**src/rtl/gpio_irq_pkg.sv**
```systemverilog
// Package: shared constants and the register address map of the pin
// interrupt port. Assumes a four-entry register space.
package gpio_irq_pkg;
    localparam int ADDR_W = 2;

    typedef enum logic [ADDR_W-1:0] {
        ADDR_LEVEL = 2'd0,
        ADDR_EDGE  = 2'd1,
        ADDR_MASK  = 2'd2,
        ADDR_PEND  = 2'd3
    } reg_addr_e;
endpackage

```
**src/rtl/gpio_pin_sync.sv**
```systemverilog
// Module: per-bit flop chain that moves asynchronous pin levels into the
// clock domain. Assumes pins are slow compared with clk; STAGES >= 2.
module gpio_pin_sync #(
    parameter int W      = 8,
    parameter int STAGES = 2
) (
    input  logic         clk,
    input  logic         rst_n,
    input  logic [W-1:0] pin_async,
    output logic [W-1:0] pin_sync
);
    logic [STAGES-1:0][W-1:0] chain;

    genvar s;
    generate
        for (s = 0; s < STAGES; s++) begin : g_stage
            if (s == 0) begin : g_first
                // capture the raw pins
                always_ff @(posedge clk) begin
                    if (!rst_n) chain[0] <= '0;
                    else        chain[0] <= pin_async;
                end
            end else begin : g_next
                // shift through the remaining stages
                always_ff @(posedge clk) begin
                    if (!rst_n) chain[s] <= '0;
                    else        chain[s] <= chain[s-1];
                end
            end
        end
    endgenerate

    assign pin_sync = chain[STAGES-1];
endmodule

```
**src/rtl/gpio_edge_detect.sv**
```systemverilog
// Module: compares the synchronised level with its value from the previous
// cycle and flags the polarity chosen per bit. It stays disarmed until the
// sync chain and the history register hold real pin values, so levels that
// are present at reset release produce no event. Because it compares level
// history, changing the polarity alone never makes an event.
module gpio_edge_detect #(
    parameter int W          = 8,
    parameter int ARM_CYCLES = 3
) (
    input  logic         clk,
    input  logic         rst_n,
    input  logic [W-1:0] level,
    input  logic [W-1:0] edge_sel,
    output logic [W-1:0] evt
);
    localparam int CNT_W = $clog2(ARM_CYCLES + 1);
    localparam logic [CNT_W-1:0] ARM_LAST = CNT_W'(ARM_CYCLES);

    logic [W-1:0]     prev;
    logic [CNT_W-1:0] arm_cnt;
    logic             armed;

    // hold last cycle's level for comparison
    always_ff @(posedge clk) begin
        if (!rst_n) prev <= '0;
        else        prev <= level;
    end

    // count cycles after reset until history is valid
    always_ff @(posedge clk) begin
        if (!rst_n)         arm_cnt <= '0;
        else if (!armed)    arm_cnt <= arm_cnt + 1'b1;
    end

    assign armed = (arm_cnt == ARM_LAST);

    genvar i;
    generate
        for (i = 0; i < W; i++) begin : g_bit
            assign evt[i] = armed & (edge_sel[i] ? (prev[i] & ~level[i])
                                                : (~prev[i] & level[i]));
        end
    endgenerate


    no_event_unarmed_chk: assert property (@(posedge clk) disable iff (!rst_n)
        !armed |-> (evt == '0));

    no_event_steady_chk: assert property (@(posedge clk) disable iff (!rst_n)
        (level == prev) |-> (evt == '0));
endmodule

```
**src/rtl/gpio_irq_regs.sv**
```systemverilog
// Module: polarity, mask and pending registers with the bus decode. A set
// event beats a software clear of the same bit in the same cycle. Assumes
// single-cycle bus writes qualified by sel & wr.
module gpio_irq_regs
    import gpio_irq_pkg::*;
#(
    parameter int W = 8
) (
    input  logic              clk,
    input  logic              rst_n,
    input  logic              bus_sel,
    input  logic              bus_wr,
    input  logic [ADDR_W-1:0] bus_addr,
    input  logic [W-1:0]      bus_wdata,
    output logic [W-1:0]      bus_rdata,
    input  logic [W-1:0]      level,
    input  logic [W-1:0]      set_evt,
    output logic [W-1:0]      edge_sel,
    output logic [W-1:0]      mask,
    output logic [W-1:0]      pend
);
    logic wr_edge, wr_mask, wr_pend;
    logic [W-1:0] keep;

    // decode write strobes
    always_comb begin
        wr_edge = bus_sel & bus_wr & (bus_addr == ADDR_EDGE);
        wr_mask = bus_sel & bus_wr & (bus_addr == ADDR_MASK);
        wr_pend = bus_sel & bus_wr & (bus_addr == ADDR_PEND);
        keep    = wr_pend ? bus_wdata : '1;
    end

    // polarity register
    always_ff @(posedge clk) begin
        if (!rst_n)       edge_sel <= '0;
        else if (wr_edge) edge_sel <= bus_wdata;
    end

    // mask register
    always_ff @(posedge clk) begin
        if (!rst_n)       mask <= '0;
        else if (wr_mask) mask <= bus_wdata;
    end

    // pending register: write-zero clear, set takes priority
    always_ff @(posedge clk) begin
        if (!rst_n) pend <= '0;
        else        pend <= (pend & keep) | set_evt;
    end

    // combinational read mux
    always_comb begin
        case (bus_addr)
            ADDR_LEVEL: bus_rdata = level;
            ADDR_EDGE:  bus_rdata = edge_sel;
            ADDR_MASK:  bus_rdata = mask;
            default:    bus_rdata = pend;
        endcase
    end


    pend_set_chk: assert property (@(posedge clk) disable iff (!rst_n)
        (|set_evt) |=> ((pend & $past(set_evt)) == $past(set_evt)));

    pend_rise_only_evt_chk: assert property (@(posedge clk) disable iff (!rst_n)
        ((pend & ~$past(pend) & ~$past(set_evt)) == '0));

    pend_clear_chk: assert property (@(posedge clk) disable iff (!rst_n)
        wr_pend |=> ((pend & ~$past(bus_wdata) & ~$past(set_evt)) == '0));
endmodule

```
**src/rtl/gpio_edge_irq_port.sv**
```systemverilog
// Module: top of the edge-triggered pin interrupt port. Chains the
// synchroniser, edge detector and register file, and ORs the unmasked
// pending bits into one request. Assumes one clock and synchronous reset.
module gpio_edge_irq_port
    import gpio_irq_pkg::*;
#(
    parameter int W           = 8,
    parameter int SYNC_STAGES = 2
) (
    input  logic              clk,
    input  logic              rst_n,
    input  logic [W-1:0]      pin_in,
    input  logic              bus_sel,
    input  logic              bus_wr,
    input  logic [ADDR_W-1:0] bus_addr,
    input  logic [W-1:0]      bus_wdata,
    output logic [W-1:0]      bus_rdata,
    output logic              irq
);
    localparam int ARM_CYCLES = SYNC_STAGES + 1;

    logic [W-1:0] level, evt, edge_sel, mask, pend;

    gpio_pin_sync #(.W(W), .STAGES(SYNC_STAGES)) u_sync (
        .clk(clk), .rst_n(rst_n), .pin_async(pin_in), .pin_sync(level)
    );

    gpio_edge_detect #(.W(W), .ARM_CYCLES(ARM_CYCLES)) u_edge (
        .clk(clk), .rst_n(rst_n), .level(level), .edge_sel(edge_sel), .evt(evt)
    );

    gpio_irq_regs #(.W(W)) u_regs (
        .clk(clk), .rst_n(rst_n),
        .bus_sel(bus_sel), .bus_wr(bus_wr), .bus_addr(bus_addr),
        .bus_wdata(bus_wdata), .bus_rdata(bus_rdata),
        .level(level), .set_evt(evt),
        .edge_sel(edge_sel), .mask(mask), .pend(pend)
    );

    // combine unmasked pending bits
    always_comb irq = |(pend & mask);


    irq_after_unmask_chk: assert property (@(posedge clk) disable iff (!rst_n)
        (|($past(pend) & mask & pend)) |-> irq);

    irq_masked_low_chk: assert property (@(posedge clk) disable iff (!rst_n)
        (mask == '0) |-> !irq);
endmodule

```
**config.mk**
```make
export PLATFORM = sky130hd
export DESIGN_NAME = gpio_edge_irq_port
export DESIGN_NICKNAME = d
export VERILOG_FILES = /design/src/rtl/gpio_irq_pkg.sv /design/src/rtl/gpio_pin_sync.sv /design/src/rtl/gpio_edge_detect.sv /design/src/rtl/gpio_irq_regs.sv /design/src/rtl/gpio_edge_irq_port.sv
export SDC_FILE = /design/constraint.sdc
export NUM_CORES = 1
export LEC_CHECK = 0
export BUFFER_PORTS_ARGS = -buffer_cell sky130_fd_sc_hd__buf_2
export CAP_MARGIN = 10
export CORE_MARGIN = 4
export CORE_UTILIZATION = 35
export DETAILED_ROUTE_END_ITERATION = 16
export HOLD_SLACK_MARGIN = 0.06
export PLACE_DENSITY = 0.65
export SLEW_MARGIN = 20
export SYNTH_ARGS = -nofsm -noshare
export SYNTH_HDL_FRONTEND = slang
export SYNTH_SLANG_ARGS = --single-unit
```
**constraint.sdc**
```tcl
create_clock -name clk -period 1 [get_ports clk]
set_input_delay 0.05 -clock clk [delete_from_list [all_inputs] [get_ports clk]]
set_output_delay 0.05 -clock clk [all_outputs]
set_load 0.01 [all_outputs]
```
### Word-level counts from Yosys, hierarchy flattened

Cells that the tools add are included.
Widths: inputs -> output; s select.

| word-level totals | value |
|---|---|
| output and inout port bits | 9 |
| word-level logic and storage cells | 71 |
| input port bits | 22 |
| register bits after elaboration | 50 |

| cells by class | value |
|---|---|
| add/subtract/negate cells | 1 |
| equal/unequal tests | 4 |
| bitwise operators | 47 |
| reduce and logical (&&, ||, !) cells | 2 |
| muxes and demuxes | 10 |

Operator list:

| cell | count |
|---|---|
| $and 1x1->1 | 28 |
| $pmux 8 s3 | 1 |
| $and 8x8->8 | 2 |
| $not 1->1 | 16 |
| $mux 1 | 8 |
| $mux 8 | 1 |
| $or 8x8->8 | 1 |
| $reduce_or 8->1 | 1 |
| $eq 2x2->1 const B | 3 |
| $add 2x1->2 const B | 1 |
| $eq 2x1->1 const B | 1 |
| $logic_not 2->1 | 1 |

### Longest topological paths before layout

| logic depth | value |
|---|---|
| depth after elaboration | 5 |
| gate-level depth with buffers | 4 |

### Hierarchy

From an unflattened synthesis, not the netlist that was laid out.

| unflattened totals | value |
|---|---|
| cell total of the unflattened synthesis | 201 |
| area total of the unflattened synthesis | 2164.6 µm² |

By module, submodules not included:

| module | times used | cells an instance | sequential area each (µm²) | area each (µm²) |
|---|---|---|---|---|
| gpio_irq_regs | 1 | 107 | 480.5 | 1126.1 |
| gpio_pin_sync | 1 | 41 | 320.3 | 506.7 |
| gpio_edge_detect | 1 | 48 | 200.2 | 495.5 |
| gpio_edge_irq_port | 1 | 5 | 0.0 | 36.3 |

### Worst setup path before layout

Ideal clock, no wire load.

| timing path | value |
|---|---|
| path type | flip-flop to flip-flop |
| start | register u_edge.arm_cnt[0] |
| end | register u_edge.arm_cnt[0] |
| path buffers | 0 |
| library setup time | 0.115 ns |
| period minus slack after synthesis | 0.906 ns |
| arrival time | 0.791 ns |
| required time | 0.885 ns |
| stages on the path, launching flop included | 4 |
| path slack | 0.094 ns |
| cells stage by stage | dfxtp_1 > ha_1 > xnor2_1 > and2_1 |

| on the way | value |
|---|---|
| longest elaborated chain between the ends | 1 |
| elaborated cells on any way between the ends | 2 |
| classes of those cells | add/sub: 1; eq/ne: 1 |

Ends and longest elaborated chain:

| element | RTL line | RTL |
|---|---|---|
| from (decl) | gpio_edge_detect.sv:20 | `logic [CNT_W-1:0] arm_cnt;` |
| from (signal assigned) | gpio_edge_detect.sv:32 | `else if (!armed) arm_cnt <= arm_cnt + 1'b1;` |
| $add 2x1->2 / $eq 2x2->1 (equally long branches) | gpio_edge_detect.sv:32, gpio_edge_detect.sv:35 |  |

Parallel ways exist; a longest one is shown, timed or not.
A chain may end at the register's enable or synchronous reset.

### Worst setup path after layout

| timing path | value |
|---|---|
| start | register u_regs.pend[3] |
| end | output port bus_rdata[3] |

| on the way | value |
|---|---|
| longest elaborated chain between the ends | 1 |

Ends and longest elaborated chain:

| element | RTL line | RTL |
|---|---|---|
| from (decl) | gpio_irq_regs.sv:20 | `output logic [W-1:0] pend` |
| from (signal assigned) | gpio_irq_regs.sv:48 | `else pend <= (pend & keep) \| set_evt;` |
| $pmux 8 s3 | gpio_irq_regs.sv:53 | `case (bus_addr)` |
| to (decl) | gpio_edge_irq_port.sv:17 | `output logic [W-1:0] bus_rdata,` |

Every way passes these cells.

==> flow_metrics.py <==
metrics = {
    "synth": {
        "ys_warn_count": 0,
        "syn_area_um2": 2090,
        "yosysMostFrequentCell": "dfxtp_1",
        "synth_seq_area_share": 0.479,
        "ys.flop_type": "dfxtp_1",
        "ys_top_cells_by_count": "50 x dfxtp_1, 33 x nand2_1, 25 x and2_1, 16 x a21boi_2",
        "postSynthAreaPerCell_um2": 10.7,
        "synth-async-reset-ratio": 0,
        "netlist_instances": 195,
        "synth_top_area_frac": 0.479,
        "ys_types": 23,
        "synth_top_area_cell": "dfxtp_1",
        "synth_edf_count": 0,
        "synthTopCellsByArea": "dfxtp_1 48%, a21boi_2 8.6%, mux4_2 7.5%",
        "synth_seq_cells": 50,
        "synthesis.nets": 218,
    },
    "clocking": {
        "cts_tree": "built",
        "clk_pin_slew_ns": 0.09,
        "cts_sinks": 50,
        "cts_buffers": 5,
        "htreeDepth": 2,
        "cts_max_path_buffers": 2,
        "clk_latency_ns": 0.29,
        "cts_root_buf": "clkbuf_8",
    },
    "detailed_routing": {
        "num_vias": 1738,
        "drc_errors": 0,
        "ant_nets": 0,
        "routed_wl_mm": 4.74,
        "firstDrtPassIters": 4,
        "via_per_inst": 4.90,
        "wl_per_cell_um": 13.4,
        "drtIter0Drc": 89,
    },
    "die": {
        "die_h_um": 85.3,
        "rows": 27,
        "num_io_pins": 31,
        "start_util": 0.371,
        "die_area_um2": 7270,
        "die_w_um": 85.3,
        "core_um2": 5640,
    },
    "worst_hold_path": {
        "worstHoldPathCells": 2,
        "hp-start": "rst_n",
        "hp-class": "in2reg",
        "whs_endpoint": "u_sync.pin_sync[2]",
    },
    "timing": {
        "finalCriticalPeriod_ns": 1.29,
        "fmax_mhz": 773,
        "rsz0062_at_grt": "true",
        "whs_ns": 0.146,
        "drv_slew": 0,
        "worstMarginPinSlew_ns": 0.385,
        "slew_headroom": 0.743,
        "finalHoldViolCount": 0,
        "finalSetupViolCount": 9,
        "worst_slack_ns": -0.294,
        "clock_skew_ns": 0.00685,
        "post-route-period-util": 1.29,
    },
    "place": {
        "hpwl_mm": 3.21,
        "place_congestion": 0.726,
        "dpl_cell_area_um2": 2500,
        "io_buffers": 30,
    },
    "worst_setup_path": {
        "cp.required_ns": 0.95,
        "critPathMaxFanout": 2,
        "r2r_start": "u_edge.arm_cnt[0]",
        "rr_endpoint": "u_edge.arm_cnt[1]",
        "cpPeakStageDelay_ns": 0.48,
        "critPathBufInv": 1,
        "arrival_ns": 1.24,
        "regToRegSetupSlack_ns": 0.06,
        "cp.depth": 2,
        "rr_worst_depth": 4,
        "criticalPathCategory": "reg2out",
        "crit_path_start_kind": "flip-flop",
        "cp-end-kind": "output pin",
        "critPathSlowestCell": "mux4_2",
        "crit_family": "multiplexers",
        "crit_chain": "mux4_2 > buf_6",
    },
    "cells_and_area": {
        "final_area_um2": 2980,
        "area_growth_pct": 42.5,
        "fin_nets": 305,
        "drive_gt1_frac": 0.491,
        "antenna_cells": 0,
        "regArea_um2": 1030,
        "multiInputGateArea_um2": 1070,
        "utilization": 0.528,
        "fillers": 507,
    },
    "global_route": {
        "grt_max_degree": 24,
        "grt_remaining_overflow": 0,
        "grt_pass1_vias": 1758,
        "grt_pass1_wl_mm": 8.12,
        "antenna_found_initial": 0,
        "grt.total_usage": 0.138,
    },
    "flow_run": {
        "drv_cap": 0,
    },
    "pwr": {
        "power_leakage_uw": 0.00122,
        "max-vdd-ir-drop_v": 0.000724,
        "power.density_nw_per_um2": 1280,
        "finalPower_uw": 3800,
    },
    "run_status": {
        "outcome": "complete, but fails checks",
        "violations": "setup timing",
    },
}
## placed cells by master, fill, tap and decap left out
cell type,count
a22oi_2,4
clkinv_2,1
a21oi_2,3
ha_4,1
dfxtp_1,27
buf_12,1
nand2_1,32
nor2_1,8
o21ai_1,3
nor2b_1,1
buf_6,9
mux2i_1,1
clkbuf_8,6
buf_4,40
o211ai_1,8
buf_2,23
nand4_4,1
and2_1,25
xnor2_1,1
a21oi_1,5
nand4b_2,2
nand2_2,1
o21ai_0,5
dlygate4sd3_1,16
a21boi_2,16
nand4_1,1
clkbuf_1,1
mux4_2,8
dfxtp_2,23
and4b_1,2
and3b_1,8
## stage by stage
step	setup TNS, ns	std cells	setup WS, ns
after global placement	-3.14	317	-0.159
final	-2.51	355	-0.294
after detailed placement	-4.12	317	-0.197
after CTS	-2.60	355	-0.304
after global routing	-2.87	355	-0.340
after floorplan	0	195	0.0945
## logic make-up (layout without fill, tap and decap cells)
group | after synthesis | after routing | share of synthesized area
flip-flops | 50 | 50 | 0.479
buffers and inverters | 9 | 97 | 0.0287
XOR/XNOR | 1 | 1 | 0.00419
adder cells (fa/ha/maj) | 1 | 1 | 0.00598
AND/OR/NAND/NOR | 81 | 81 | 0.222
multiplexers | 9 | 9 | 0.0928
AO/OA/AOI/OAI | 44 | 44 | 0.168
## sequential cells by signal, indices dropped and copies added, names as in the netlist
name and flops:
u_sync.chain 8, u_edge.prev 8, u_regs.edge_sel 8, u_edge.arm_cnt 2, u_regs.mask 8, u_regs.pend 8, u_sync.pin_sync 8
## final cells by class
| class | instances | share of cell area |
|---|---|---|
| clock inverter | 1 | 0.00168 |
| clock buffer | 7 | 0.0290 |
| timing repair buffer | 89 | 0.234 |
| tap | 72 | 0.0302 |
| sequential | 50 | 0.346 |
| multi-input combinational | 136 | 0.360 |
## layer usage
metal | share of wire | GRT usage
met3 | 0.042 | 0.0272
met4 | 0.014 | 0.0360
met2 | 0.50 | 0.229
met1 | 0.45 | 0.183
met5 | 0 | 0
## power breakdown
| group | switching, uW | internal (uW) | total (uW) |
|---|---|---|---|
| Combinational | 201 | 291 | 492 |
| Clock | 635 | 559 | 1190 |
| Sequential | 44.3 | 2070 | 2120 |
| Total | 880 | 2920 | 3800 |
## worst max path at each step
stage                       startpoint           endpoint
floorplan            u_edge.arm_cnt[0]  u_edge.arm_cnt[0]
global placement           bus_addr[1]       bus_rdata[4]
detailed placement         bus_addr[1]       bus_rdata[4]
CTS                 u_sync.pin_sync[5]       bus_rdata[5]
global route            u_regs.pend[1]       bus_rdata[1]
finish                  u_regs.pend[3]       bus_rdata[3]
## timing repair
item                                    4_1_cts  5_1_grt
hold buffers                                 16        0
setup buffers                                14        2
endpoints found under the hold margin        31        0
pin swaps                                     1        4
endpoints found under the setup margin       18       15
resized for setup                            32       14
Power figures use the tool's default switching activity.
